--- src/rtl/tri_tmr_pkg.sv ---
package tri_tmr_pkg;

    localparam int NUM_CH    = 3;
    localparam int CH_W      = 2;
    localparam int DATA_W    = 32;
    localparam int CFG_W     = 6;
    localparam int EVC_W     = 3;
    localparam int PS_SEL_W  = 4;
    localparam int NUM_MATCH = 3;
    localparam int NUM_KINDS = 11;

    // counter-control bit positions
    localparam int CB_STOP  = 0;
    localparam int CB_INTV  = 1;
    localparam int CB_DOWN  = 2;
    localparam int CB_MATCH = 3;
    localparam int CB_ZERO  = 4;
    localparam logic [CFG_W-1:0] CTRL_RST_VAL = 6'h21;

    // flag bit positions
    localparam int FB_INTV = 0;
    localparam int FB_M0   = 1;
    localparam int FB_OVF  = 4;

    // order follows the address map
    typedef enum logic [3:0] {
        RK_CLK    = 4'd0,
        RK_CTRL   = 4'd1,
        RK_COUNT  = 4'd2,
        RK_INTV   = 4'd3,
        RK_MATCH0 = 4'd4,
        RK_MATCH1 = 4'd5,
        RK_MATCH2 = 4'd6,
        RK_STAT   = 4'd7,
        RK_IEN    = 4'd8,
        RK_EVCTL  = 4'd9,
        RK_EVCNT  = 4'd10,
        RK_NONE   = 4'd15
    } reg_kind_e;

    typedef struct packed {
        logic            hit;
        reg_kind_e       kind;
        logic [CH_W-1:0] ch;
    } reg_sel_t;

    function automatic logic [DATA_W-1:0] kind_mask(input reg_kind_e k);
        case (k)
            RK_CLK, RK_IEN:                        return DATA_W'(6'h3F);
            RK_CTRL:                               return DATA_W'(6'h3F);
            RK_INTV, RK_MATCH0, RK_MATCH1, RK_MATCH2: return DATA_W'(16'hFFFF);
            RK_EVCTL:                              return DATA_W'(3'h7);
            default:                               return '0;
        endcase
    endfunction

endpackage

--- src/rtl/tmr_addr_dec.sv ---
module tmr_addr_dec
    import tri_tmr_pkg::*;
#(
    parameter int ADDR_W = 10
) (
    input  logic [ADDR_W-1:0] addr,
    output reg_sel_t          sel
);
    logic [ADDR_W-1:0] quo;
    logic [ADDR_W-1:0] rem;

    always_comb begin
        quo      = addr / ADDR_W'(NUM_CH);
        rem      = addr % ADDR_W'(NUM_CH);
        sel.hit  = quo < ADDR_W'(NUM_KINDS);
        sel.kind = sel.hit ? reg_kind_e'(quo[3:0]) : RK_NONE;
        sel.ch   = sel.hit ? rem[CH_W-1:0] : '0;
    end

    wire _unused_rem = &{1'b0, rem};

endmodule

--- src/rtl/tmr_prescale.sv ---
module tmr_prescale #(
    parameter int SEL_W = 4
) (
    input  logic             clk,
    input  logic             rst,
    input  logic             run,
    input  logic             ps_en,
    input  logic [SEL_W-1:0] ps_sel,
    output logic             tick
);
    localparam int DIV_W = (1 << SEL_W) + 1;

    logic [DIV_W-1:0] pre_q;
    logic [DIV_W-1:0] last;
    logic             at_end;

    assign last   = (DIV_W'(1) << ({1'b0, ps_sel} + 1'b1)) - DIV_W'(1);
    assign at_end = pre_q >= last;
    assign tick   = run && (!ps_en || at_end);

    always_ff @(posedge clk) begin
        if (rst || !run || !ps_en) pre_q <= '0;
        else if (at_end)           pre_q <= '0;
        else                       pre_q <= pre_q + 1'b1;
    end

endmodule

--- src/rtl/tmr_channel.sv ---
module tmr_channel
    import tri_tmr_pkg::*;
#(
    parameter int CNT_W = 16
) (
    input  logic                                clk,
    input  logic                                rst,
    input  logic                                wr_clk,
    input  logic                                wr_ctrl,
    input  logic                                wr_intv,
    input  logic [NUM_MATCH-1:0]                wr_match,
    input  logic                                wr_ien,
    input  logic                                wr_evctl,
    input  logic [CNT_W-1:0]                    wd,
    input  logic                                stat_clr,
    output logic [CFG_W-1:0]                    clk_cfg,
    output logic [CFG_W-1:0]                    ctrl_cfg,
    output logic [CNT_W-1:0]                    intv,
    output logic [NUM_MATCH-1:0][CNT_W-1:0]     match,
    output logic [CFG_W-1:0]                    ien,
    output logic [EVC_W-1:0]                    evctl,
    output logic [CNT_W-1:0]                    count,
    output logic [CFG_W-1:0]                    flags,
    output logic                                irq
);
    logic [CFG_W-1:0]                clk_q, ctrl_q, ien_q, flags_q, set_vec;
    logic [CNT_W-1:0]                intv_q, cnt_q, limit, cnt_nx;
    logic [NUM_MATCH-1:0][CNT_W-1:0] match_q;
    logic [EVC_W-1:0]                evctl_q;
    logic                            tick, wrap, zero_req;

    tmr_prescale #(.SEL_W(PS_SEL_W)) u_pre (
        .clk    (clk),
        .rst    (rst),
        .run    (!ctrl_q[CB_STOP]),
        .ps_en  (clk_q[0]),
        .ps_sel (clk_q[PS_SEL_W:1]),
        .tick   (tick)
    );

    assign limit    = ctrl_q[CB_INTV] ? intv_q : '1;
    assign wrap     = ctrl_q[CB_DOWN] ? (cnt_q == '0) : (cnt_q == limit);
    assign cnt_nx   = ctrl_q[CB_DOWN] ? (wrap ? limit : cnt_q - 1'b1)
                                      : (wrap ? '0    : cnt_q + 1'b1);
    assign zero_req = wr_ctrl && wd[CB_ZERO];

    always_comb begin
        set_vec = '0;
        if (tick) begin
            if (wrap) set_vec[ctrl_q[CB_INTV] ? FB_INTV : FB_OVF] = 1'b1;
            for (int i = 0; i < NUM_MATCH; i++)
                if (ctrl_q[CB_MATCH] && cnt_nx == match_q[i])
                    set_vec[FB_M0 + i] = 1'b1;
        end
    end

    always_ff @(posedge clk) begin
        if (rst) begin
            clk_q   <= '0;
            ctrl_q  <= CTRL_RST_VAL;
            intv_q  <= '0;
            match_q <= '0;
            ien_q   <= '0;
            evctl_q <= '0;
            cnt_q   <= '0;
            flags_q <= '0;
        end else begin
            if (wr_clk)   clk_q   <= wd[CFG_W-1:0];
            if (wr_ctrl)  ctrl_q  <= wd[CFG_W-1:0] & ~(CFG_W'(1) << CB_ZERO);
            if (wr_intv)  intv_q  <= wd;
            for (int i = 0; i < NUM_MATCH; i++)
                if (wr_match[i]) match_q[i] <= wd;
            if (wr_ien)   ien_q   <= wd[CFG_W-1:0];
            if (wr_evctl) evctl_q <= wd[EVC_W-1:0];
            if (zero_req)  cnt_q <= '0;
            else if (tick) cnt_q <= cnt_nx;
            flags_q <= (stat_clr ? '0 : flags_q) | set_vec;
        end
    end

    assign clk_cfg  = clk_q;
    assign ctrl_cfg = ctrl_q;
    assign intv     = intv_q;
    assign match    = match_q;
    assign ien      = ien_q;
    assign evctl    = evctl_q;
    assign count    = cnt_q;
    assign flags    = flags_q;
    assign irq      = |(flags_q & ien_q);

    // a stopped counter with no control write keeps its value
    p_hold_when_stopped_r5: assert property (@(posedge clk) disable iff (rst)
        (ctrl_q[CB_STOP] && !wr_ctrl) |=> $stable(cnt_q));

    // flag bits only drop after a clear strobe
    p_flags_sticky_r7: assert property (@(posedge clk) disable iff (rst)
        !stat_clr |=> ((flags_q & $past(flags_q)) == $past(flags_q)));

endmodule

--- src/rtl/tri_timer_regs.sv ---
module tri_timer_regs
    import tri_tmr_pkg::*;
#(
    parameter int ADDR_W = 10,
    parameter int CNT_W  = 16
) (
    input  logic              clk,
    input  logic              rst,
    input  logic              wr_en,
    input  logic              rd_en,
    input  logic [ADDR_W-1:0] addr,
    input  logic [DATA_W-1:0] wdata,
    output logic [DATA_W-1:0] rdata,
    output logic [NUM_CH-1:0] irq
);
    reg_sel_t          sel;
    logic [DATA_W-1:0] wd_m, rd_val, rdata_q;
    logic [NUM_CH-1:0] clr_vec;

    logic [CFG_W-1:0]                clk_cfg  [NUM_CH];
    logic [CFG_W-1:0]                ctrl_cfg [NUM_CH];
    logic [CNT_W-1:0]                intv     [NUM_CH];
    logic [NUM_MATCH-1:0][CNT_W-1:0] mt       [NUM_CH];
    logic [CFG_W-1:0]                ien      [NUM_CH];
    logic [EVC_W-1:0]                evctl    [NUM_CH];
    logic [CNT_W-1:0]                count    [NUM_CH];
    logic [CFG_W-1:0]                flags    [NUM_CH];

    tmr_addr_dec #(.ADDR_W(ADDR_W)) u_dec (
        .addr (addr),
        .sel  (sel)
    );

    assign wd_m = wdata & kind_mask(sel.kind);
    wire _unused_wd = &{1'b0, wd_m};

    for (genvar c = 0; c < NUM_CH; c++) begin : g_ch
        logic                 me;
        logic [NUM_MATCH-1:0] wr_m;
        assign me = sel.hit && (sel.ch == CH_W'(c));
        for (genvar m = 0; m < NUM_MATCH; m++) begin : g_m
            assign wr_m[m] = wr_en && me && (sel.kind == reg_kind_e'(int'(RK_MATCH0) + m));
        end
        assign clr_vec[c] = rd_en && me && (sel.kind == RK_STAT);

        tmr_channel #(.CNT_W(CNT_W)) u_ch (
            .clk      (clk),
            .rst      (rst),
            .wr_clk   (wr_en && me && sel.kind == RK_CLK),
            .wr_ctrl  (wr_en && me && sel.kind == RK_CTRL),
            .wr_intv  (wr_en && me && sel.kind == RK_INTV),
            .wr_match (wr_m),
            .wr_ien   (wr_en && me && sel.kind == RK_IEN),
            .wr_evctl (wr_en && me && sel.kind == RK_EVCTL),
            .wd       (wd_m[CNT_W-1:0]),
            .stat_clr (clr_vec[c]),
            .clk_cfg  (clk_cfg[c]),
            .ctrl_cfg (ctrl_cfg[c]),
            .intv     (intv[c]),
            .match    (mt[c]),
            .ien      (ien[c]),
            .evctl    (evctl[c]),
            .count    (count[c]),
            .flags    (flags[c]),
            .irq      (irq[c])
        );
    end

    always_comb begin
        rd_val = '0;
        if (sel.hit) begin
            case (sel.kind)
                RK_CLK:    rd_val = DATA_W'(clk_cfg[sel.ch]);
                RK_CTRL:   rd_val = DATA_W'(ctrl_cfg[sel.ch]);
                RK_COUNT:  rd_val = DATA_W'(count[sel.ch]);
                RK_INTV:   rd_val = DATA_W'(intv[sel.ch]);
                RK_MATCH0: rd_val = DATA_W'(mt[sel.ch][0]);
                RK_MATCH1: rd_val = DATA_W'(mt[sel.ch][1]);
                RK_MATCH2: rd_val = DATA_W'(mt[sel.ch][2]);
                RK_STAT:   rd_val = DATA_W'(flags[sel.ch]);
                RK_IEN:    rd_val = DATA_W'(ien[sel.ch]);
                RK_EVCTL:  rd_val = DATA_W'(evctl[sel.ch]);
                default:   rd_val = '0;
            endcase
        end
    end

    always_ff @(posedge clk) begin
        if (rst)        rdata_q <= '0;
        else if (rd_en) rdata_q <= rd_val;
    end

    assign rdata = rdata_q;

    // a flag read clears at most one channel
    p_single_clear_r1: assert property (@(posedge clk) disable iff (rst)
        $onehot0(clr_vec));

    // unmapped reads return zero
    p_unmapped_zero_r9: assert property (@(posedge clk) disable iff (rst)
        (rd_en && !sel.hit) |=> (rdata == '0));

    // read data only changes on a read strobe
    p_rdata_hold_r10: assert property (@(posedge clk) disable iff (rst)
        !rd_en |=> $stable(rdata));

endmodule

--- config.mk ---
export PLATFORM = sky130hd
export DESIGN_NAME = tri_timer_regs
export DESIGN_NICKNAME = d
export VERILOG_FILES = /design/src/rtl/tri_tmr_pkg.sv /design/src/rtl/tmr_addr_dec.sv /design/src/rtl/tmr_prescale.sv /design/src/rtl/tmr_channel.sv /design/src/rtl/tri_timer_regs.sv
export SDC_FILE = /design/constraint.sdc
export NUM_CORES = 1
export LEC_CHECK = 0
export BUFFER_PORTS_ARGS = -buffer_cell sky130_fd_sc_hd__buf_2
export CORE_ASPECT_RATIO = 1.4
export CORE_MARGIN = 3
export CORE_UTILIZATION = 30
export DETAILED_ROUTE_END_ITERATION = 6
export PLACE_DENSITY = 0.49
export SLEW_MARGIN = 20
export SYNTH_ARGS = -nofsm -noshare
export SYNTH_HDL_FRONTEND = slang
export SYNTH_SLANG_ARGS = --single-unit
--- constraint.sdc ---
create_clock -name clk -period 5.8 [get_ports clk]
set_input_delay 0.29 -clock clk [delete_from_list [all_inputs] [get_ports clk]]
set_output_delay 0.29 -clock clk [all_outputs]
set_load 0.01 [all_outputs]
==> results of run 1 <==
## synthesized netlist by cell type, types with 10 or more instances
| master | instances | share of area |
|---|---|---|
| and3_1 | 47 | 0.011 |
| nor2_1 | 285 | 0.041 |
| nand3_1 | 96 | 0.018 |
| nor2b_1 | 33 | 0.0078 |
| mux2i_1 | 50 | 0.019 |
| o2111ai_1 | 12 | 0.0040 |
| ha_1 | 71 | 0.034 |
| a221oi_1 | 16 | 0.0053 |
| a21boi_0 | 12 | 0.0034 |
| a211o_1 | 12 | 0.0040 |
| or4_1 | 19 | 0.0054 |
| inv_1 | 66 | 0.0094 |
| a222oi_1 | 19 | 0.0072 |
| dfxtp_1 | 382 | 0.29 |
| nor3_1 | 72 | 0.014 |
| a21o_1 | 24 | 0.0068 |
| nand2_1 | 633 | 0.090 |
| o21a_1 | 25 | 0.0071 |
| a211oi_1 | 55 | 0.016 |
| o211ai_1 | 18 | 0.0051 |
| nand2b_1 | 28 | 0.0067 |
| a32oi_1 | 14 | 0.0047 |
| mux2_2 | 12 | 0.0051 |
| or2_2 | 14 | 0.0033 |
| o21ai_1 | 11 | 0.0021 |
| a31oi_1 | 34 | 0.0081 |
| nand4_1 | 58 | 0.014 |
| o22ai_1 | 19 | 0.0045 |
| o31ai_1 | 18 | 0.0051 |
| or3_1 | 18 | 0.0043 |
| a21oi_1 | 366 | 0.070 |
| nor4_1 | 38 | 0.0090 |
| xnor2_1 | 165 | 0.055 |
| and2_1 | 15 | 0.0036 |
| nor3b_1 | 16 | 0.0046 |
| a22oi_1 | 59 | 0.017 |
| o221ai_1 | 10 | 0.0033 |
| xor2_1 | 128 | 0.043 |
| nand3b_1 | 11 | 0.0031 |
| clkbuf_1 | 172 | 0.025 |
| buf_4 | 29 | 0.0083 |
| o21ai_0 | 105 | 0.020 |
| buf_2 | 62 | 0.012 |
## worst reg2reg max path: stages, from the launching register on
cell and delay (ns):
dfxtp_1 0.58, nand2_1 0.20, inv_1 0.16, ha_1 0.40, nand2_1 0.23, or3_1 0.36
ha_1 0.31, ha_1 0.28, nor2b_1 0.13, o21a_1 0.16, o21a_1 0.16, o21a_1 0.17
o21a_1 0.16, o21a_1 0.16, o21a_1 0.16, o21ai_0 0.46, a21oi_1 0.11, or3_1 0.60
nor2_1 0.19
## worst paths after layout
kind                                                      to  slack [ns]  cells past startpoint
worst min register to register         g_ch[2].u_ch.match[5]        0.46                      2
worst max-delay path                   g_ch[0].u_ch.count[4]        0.45                     25
worst min-delay path                   g_ch[0].u_ch.evctl[1]        0.07                      2
worst max register to register  g_ch[0].u_ch.u_pre.pre_q[11]        0.74                     18
## flip-flops by register name, indices dropped and copies added (netlist names)
register               cells
g_ch.u_ch.intv            48
g_ch.u_ch.ctrl_cfg        15
g_ch.u_ch.ien             18
g_ch.u_ch.u_pre.pre_q     51
g_ch.u_ch.match          144
g_ch.u_ch.clk_cfg         18
rdata                     16
g_ch.u_ch.flags           15
g_ch.u_ch.count           48
g_ch.u_ch.evctl            9
## power by group
part	internal (mW)	switching [mW]	leakage, nW	total, mW
clock	1.82	1.30	0.789	3.11
combinational	0.159	0.441	6.33	0.600
sequential	2.62	0.0000919	3.08	2.62
total	4.60	1.74	10.2	6.34
## cells in the final DEF, fill, tap and decap left out, types with 71 or more instances in the layout
master / count
o21ai_0: 105
xor2_1: 128
nand2_1: 633
ha_1: 71
nor3_1: 71
dfxtp_1: 382
xnor2_1: 165
nand3_1: 96
nor2_1: 285
a21oi_1: 365
buf_4: 154
## final cells by class
type	instances	area (um^2)	area share
inverters	67	251.5	0.008478
repair buffers	207	1476	0.04977
diodes	1	2.502	0.00008436
clock buffers	63	1356	0.04572
clock inverters	20	235.2	0.007929
multi-input cells	2832	17240	0.5813
well taps	1161	1453	0.04897
flip-flops and latches	382	7647	0.2578
## metal layers
layer	wire length, um	share of wire	global-route usage
met5	21	0.00017	0
met1	47090	0.39	0.2990
met4	9532	0.078	0.1755
met2	58060	0.48	0.4433
met3	6820	0.056	0.03174
## stage by stage
step | std cells | util | total power, mW
floorplan | 3560 | - | 3.047
global placement | 4646 | 0.3250 | 3.266
detailed placement | 4646 | 0.3250 | 3.263
CTS | 4732 | 0.3438 | 6.385
global route | 4733 | 0.3438 | 6.514
finish | 4733 | 0.3438 | 6.336
## kinds of logic (layout without fill, tap and decap cells)
group | after synthesis | count (layout) | share of synthesized area
AOI/OAI and AO/OA | 939 | 939 | 0.2355
xor gates and xnor gates | 293 | 293 | 0.09745
adders and majority gates | 71 | 71 | 0.03374
buffers and inverters | 346 | 357 | 0.05873
DFF | 382 | 382 | 0.2904
muxes | 64 | 64 | 0.02552
other | 1 | 17 | 0.0001424
and+or+nand+nor | 1449 | 1449 | 0.2585
==> key figures, run 1 <==
Run status
  • Outcome: finished with violations
  • Failing checks: design-rule violations

Clock tree
  • Post-CTS sizing: 0
  • Clock Pin Slew Worst Setup and Hold Paths: about 0.06 ns
  • Post-CTS Setup Bufs: 0
  • Clk buf depth: 3
  • CTS Sinks: ~380
  • CTS tree: done
  • Clock latency on the worst-skew pair: approximately 0.63 ns
  • CTS H-tree lvls: 2
  • CTS Buf Count: 46
  • Clk root buf: clkbuf_16
  • Hold-fix buffers, CTS: 3

Finish
  • Area grow syn2layout: 12.65%
  • Fillers: 9251
  • Proportion of layout cells with a drive suffix above 1: 0.1078
  • Final instance area: roughly 0.030 mm^2
  • Nets: 3653

Detailed routing
  • Post-Route WL: 121500 um
  • Via density: 5.644
  • Vias: ~27000
  • Drt pass-1 iters: 7
  • Drt wl/cell: 25.68 um
  • DRT antenna net count: 0
  • DRT iter0 DRCs: 2632
  • DRC viols: 2

Critical path
  • WP buf/inv: 4
  • Worst EP arrival: 5.80 ns
  • Crit Reg-Reg Startpoint: g_ch[0].u_ch.clk_cfg[1]
  • Slowest CP cell: a211o_1
  • Setup crit end kind: flop
  • Req. time, crit path: 6.25 ns
  • Top delay family on crit path: simple AND/OR/NAND/NOR gates
  • Critical path startpoint: addr[7]
  • Max FO, Critical Path: 16
  • Setup CP Type: in -> reg
  • Startpoint types: primary input
  • CP max stage delay: 0.51 ns

Synth
  • Syn. warnings: 0
  • Sequential-to-total area share from yosys stat: 0.2904
  • Mapped Area: 0.02633 mm^2
  • Seq cells post-synth: 382
  • Syn Area/Cell: approximately 7.4 um^2
  • Fraction of registers with async set/reset: 0
  • Post-synth EDFFs: 0
  • Mapped Cells: ~3500
  • Post-synth cell types: 114
  • Main flop type after synthesis: dfxtp_1

Global routing
  • First-pass GRT wire length: 176300 um
  • Vias in the first global route: 25642
  • Initial antenna violation count: 4
  • Gr usage total: 0.2574
  • Global route overflow: 0
  • Largest net degree at the start of global routing: 94

STA
  • RSZ-0062 raised after global routing: false
  • Post-route minimum period: 5.345 ns
  • Setup Skew: 0.03493 ns
  • Final setup margin: 0.4548 ns
  • Setup TNS: 0 ns
  • Slew Limit Fails: 0
  • Worst-margin pin slew: 1.103 ns
  • Fin crit share: 0.9216
  • Final hold vios: 0
  • Smallest hold slack: 0.06880 ns
  • Final setup fails: 0
  • Slew HR: 0.2645
  • F_max: 187.1 MHz

Flow run
  • Max-cap viol count: 0

Power and ir drop
  • Cell leakage power: 10.20 nW
  • Pwr dens: 213.6 mW/mm^2
  • Peak supply drop: 0.1822 mV

Placed design
  • DP Wirelength: just over 90000 um
  • Dpl cell area: 0.02804 mm^2
  • Port Buffer Count: 48
  • Worst slack, placed: -0.02895 ns
  • Final GP Congestion: between 0.9 and 1

Floorplan
  • Rows: 127
  • Starting Density: 0.3052
  • Die X: 256.4 um
  • Die Area: 0.09142 mm^2
  • DIE HEIGHT: 356.6 um
  • Core footprint: 0.08628 mm^2
  • I/O Pins: 81

Min path
  • HP Start: rst
  • Min-delay worst type: in -> reg
No activity file was read; power rests on OpenSTA's default activity.
==> run 2, diff against run 1 <==
- MAX_ROUTING_LAYER: unset -> met4
==> key figures, run 2 (synthesized netlist as in run 1, its figures left out) <==
Run status
  • Outcome: complete, no violations

Power and ir drop
  • Clock Power Share: 0.495 (+0.004)
  • Cell leakage power: 10.12 nW (-0.72%)
  • Pwr dens: 215.3 mW/mm^2 (+0.81%)
  • Switch share: 0.2685 (-0.005597)
  • Sequential Power Share: 0.412 (-0.002)
  • Peak supply drop: 0.1698 mV (-6.8%)
  • Internal power: 4.659 mW (+1.3%)
  • Gate power share: 0.093 (-0.002)
  • Switching pwr: 1.710 mW (-1.5%)

Finish
  • Final instance area: 0.02958 mm^2 (-0.30%)
  • Max reg flops: 144 (unchanged)
  • Nets: 3635 (-0.49%)
  • Most frequent cells in the layout: nand2_1, dfxtp_1, a21oi_1, nor2_1, xnor2_1
  • Proportion of layout cells with a drive suffix above 1: 0.1022 (-0.005588)
  • Area grow syn2layout: 12.32%
  • Most common cell after layout, fill and taps aside: nand2_1
  • Fillers: 9215 (-0.39%)

STA
  • Setup Skew: 0.02951 ns (-0.005412 ns)
  • Final setup fails: 0 (unchanged)
  • Post-route minimum period: 5.206 ns (-0.1391 ns)
  • Final hold vios: 0 (unchanged)
  • Setup TNS: 0 ns (unchanged)
  • RSZ-0062 raised after global routing: false
  • Slew HR: 0.1493 (-0.1152)
  • Slew Limit Fails: 0 (unchanged)
  • F_max: 192.1 MHz (+2.7%)
  • Worst-margin pin slew: 1.266 ns (+0.1630 ns)
  • Fin crit share: 0.8976 (-0.02399)

Floorplan
  • Die X: 256.4 um (unchanged)
  • Core footprint: 0.08628 mm^2 (unchanged)
  • Die Area: 0.09142 mm^2 (unchanged)
  • Starting Density: 0.3052 (unchanged)
  • I/O Pins: 81 (unchanged)
  • DIE HEIGHT: 356.6 um (unchanged)
  • Rows: 127 (unchanged)

Critical path
  • Critical path startpoint: addr[7]
  • Max FO, Critical Path: 17 (+1)
  • Setup CP Type: in -> reg
  • Reg2Reg Depth: 18 (unchanged)
  • R2R Path End: g_ch[2].u_ch.u_pre.pre_q[2]
  • Worst EP arrival: 5.68 ns (-0.12 ns)
  • Req. time, crit path: 6.27 ns (+0.02 ns)
  • Crit Reg-Reg Startpoint: g_ch[2].u_ch.clk_cfg[1]
  • Reg-to-reg slack, setup: 0.71 ns (-0.03 ns)
  • Setup crit end kind: flop
  • Startpoint types: primary input

Clock tree
  • Clk root buf: clkbuf_16
  • Clock latency on the worst-skew pair: 0.63 ns (about the same)
  • Post-CTS Setup Bufs: 0 (unchanged)
  • CTS tree: done
  • CTS Buf Count: 45 (-2.2%)
  • CTS H-tree lvls: 2 (unchanged)
  • Clk buf depth: 3 (unchanged)
  • CTS Sinks: 382 (unchanged)
  • Clock Pin Slew Worst Setup and Hold Paths: 0.06 ns (about the same)

Placed design
  • Final GP Congestion: 1.048 (+6.7%)
  • DP Wirelength: 90030 um (-3.3%)
  • Dpl cell area: 0.02794 mm^2 (-0.34%)
  • Port Buffer Count: 48 (unchanged)

Global routing
  • Initial antenna violation count: 4 (unchanged)
  • Largest net degree at the start of global routing: 186 (+98%)
  • Global route overflow: 0 (unchanged)
  • Vias in the first global route: 25506 (-0.53%)
  • First-pass GRT wire length: 174200 um (-1.2%)
  • Gr usage total: 0.2613 (+0.003918)

Detailed routing
  • Vias: 26936 (+0.83%)
  • Via density: 5.713 (+1.2%)
  • Drt pass-1 iters: 6 (-1)
  • Drt wl/cell: 25.40 um (-1.1%)
  • DRT antenna net count: 0 (unchanged)
  • DRC viols: 0 (-2)
  • Post-Route WL: 119700 um (-1.5%)
  • DRT iter0 DRCs: 2733 (+3.8%)

Min path
  • HP Start: rd_en
  • Min-delay worst type: in -> reg
  • WHS Endpoint: rdata[5]
  • Cells on Worst Hold Path: 3 (+1)

Flow run
  • Max-cap viol count: 0 (unchanged)
run 2: cell count changes in the layout (fill, tap and decap cells not counted), sizes merged:
cell    before  now
buf        204  187
bufinv       4    7
clkbuf      63   64
clkinv      13    7
diode        1    3
inv         68   67
run 2: how the worst max path moves through the flow:
stage | endpoint | slack (ns)
CTS | g_ch[2].u_ch.u_pre.pre_q[2] | 0.68
floorplan | rdata[4] | 0.73
global route | g_ch[2].u_ch.u_pre.pre_q[4] | 0.12
detailed placement | rdata[15] | 0.1
global placement | rdata[15] | 0.16
finish | rdata[6] | 0.59
run 2: power groups by stage:
stage / registers, mW / logic (mW) / clock network, mW
after global placement: 2.68 / 0.569 / 0
after CTS: 2.62 / 0.573 / 3.22
after global routing: 2.62 / 0.617 / 3.31
final: 2.62 / 0.591 / 3.15
after detailed placement: 2.68 / 0.570 / 0
after floorplan: 2.68 / 0.365 / 0
run 2: critical path, stage by stage:
cell	delay, ns
buf_2	0.23
or3b_1	0.39
and3_4	0.20
o32ai_1	0.40
nor2_1	0.13
nand3_1	0.11
a21oi_1	0.07
ha_1	0.19
buf_4	0.18
o41ai_2	0.37
and2_1	0.25
inv_1	0.12
ha_1	0.21
inv_1	0.14
o21ai_4	0.14
o21ai_0	0.45
nand2_1	0.43
buf_4	0.36
a21oi_1	0.49
o211ai_1	0.20
nor3b_1	0.22
o21ai_1	0.08
run 2: metrics by stage:
step           std cells  hold slack [ns]  utilization  setup slack, ns  power (mW)
6_report            4715           0.1106       0.3428           0.5939       6.369
3_3_place_gp        4629           0.4419       0.3238           0.1574       3.250
2_1_floorplan       3560           0.4260            -           0.7312       3.047
5_1_grt             4714           0.1273       0.3427           0.1186       6.552
3_5_place_dp        4629           0.4465       0.3239          0.09931       3.252
4_1_cts             4712          0.08492       0.3427           0.6764       6.417
run 2: cell type report:
cell class                      instances  area (um^2)  area share
Multi-Input combinational cell       2832        17260      0.5836
Sequential cell                       382         7647      0.2586
Tap cell                             1161         1453     0.04912
Timing Repair Buffer                  190         1361     0.04603
Clock buffer                           64         1308     0.04421
Clock inverter                         16        286.5    0.009688
Inverter                               67        251.5    0.008503
Antenna cell                            3        7.507   0.0002538
run 2: timing repair:
action / CTS / global route
endpoints found under the hold margin: 3 / 0
resized for setup: 0 / 0
hold buffers: 3 / 0
run 2: per-layer routing:
metal / wire length (um) / share of wire / global-route usage
met1: 45650 / 0.38 / 0.2934
met2: 56060 / 0.47 / 0.4249
met3: 7650 / 0.064 / 0.03955
met4: 10380 / 0.087 / 0.1894
met5: 0 / 0 / -
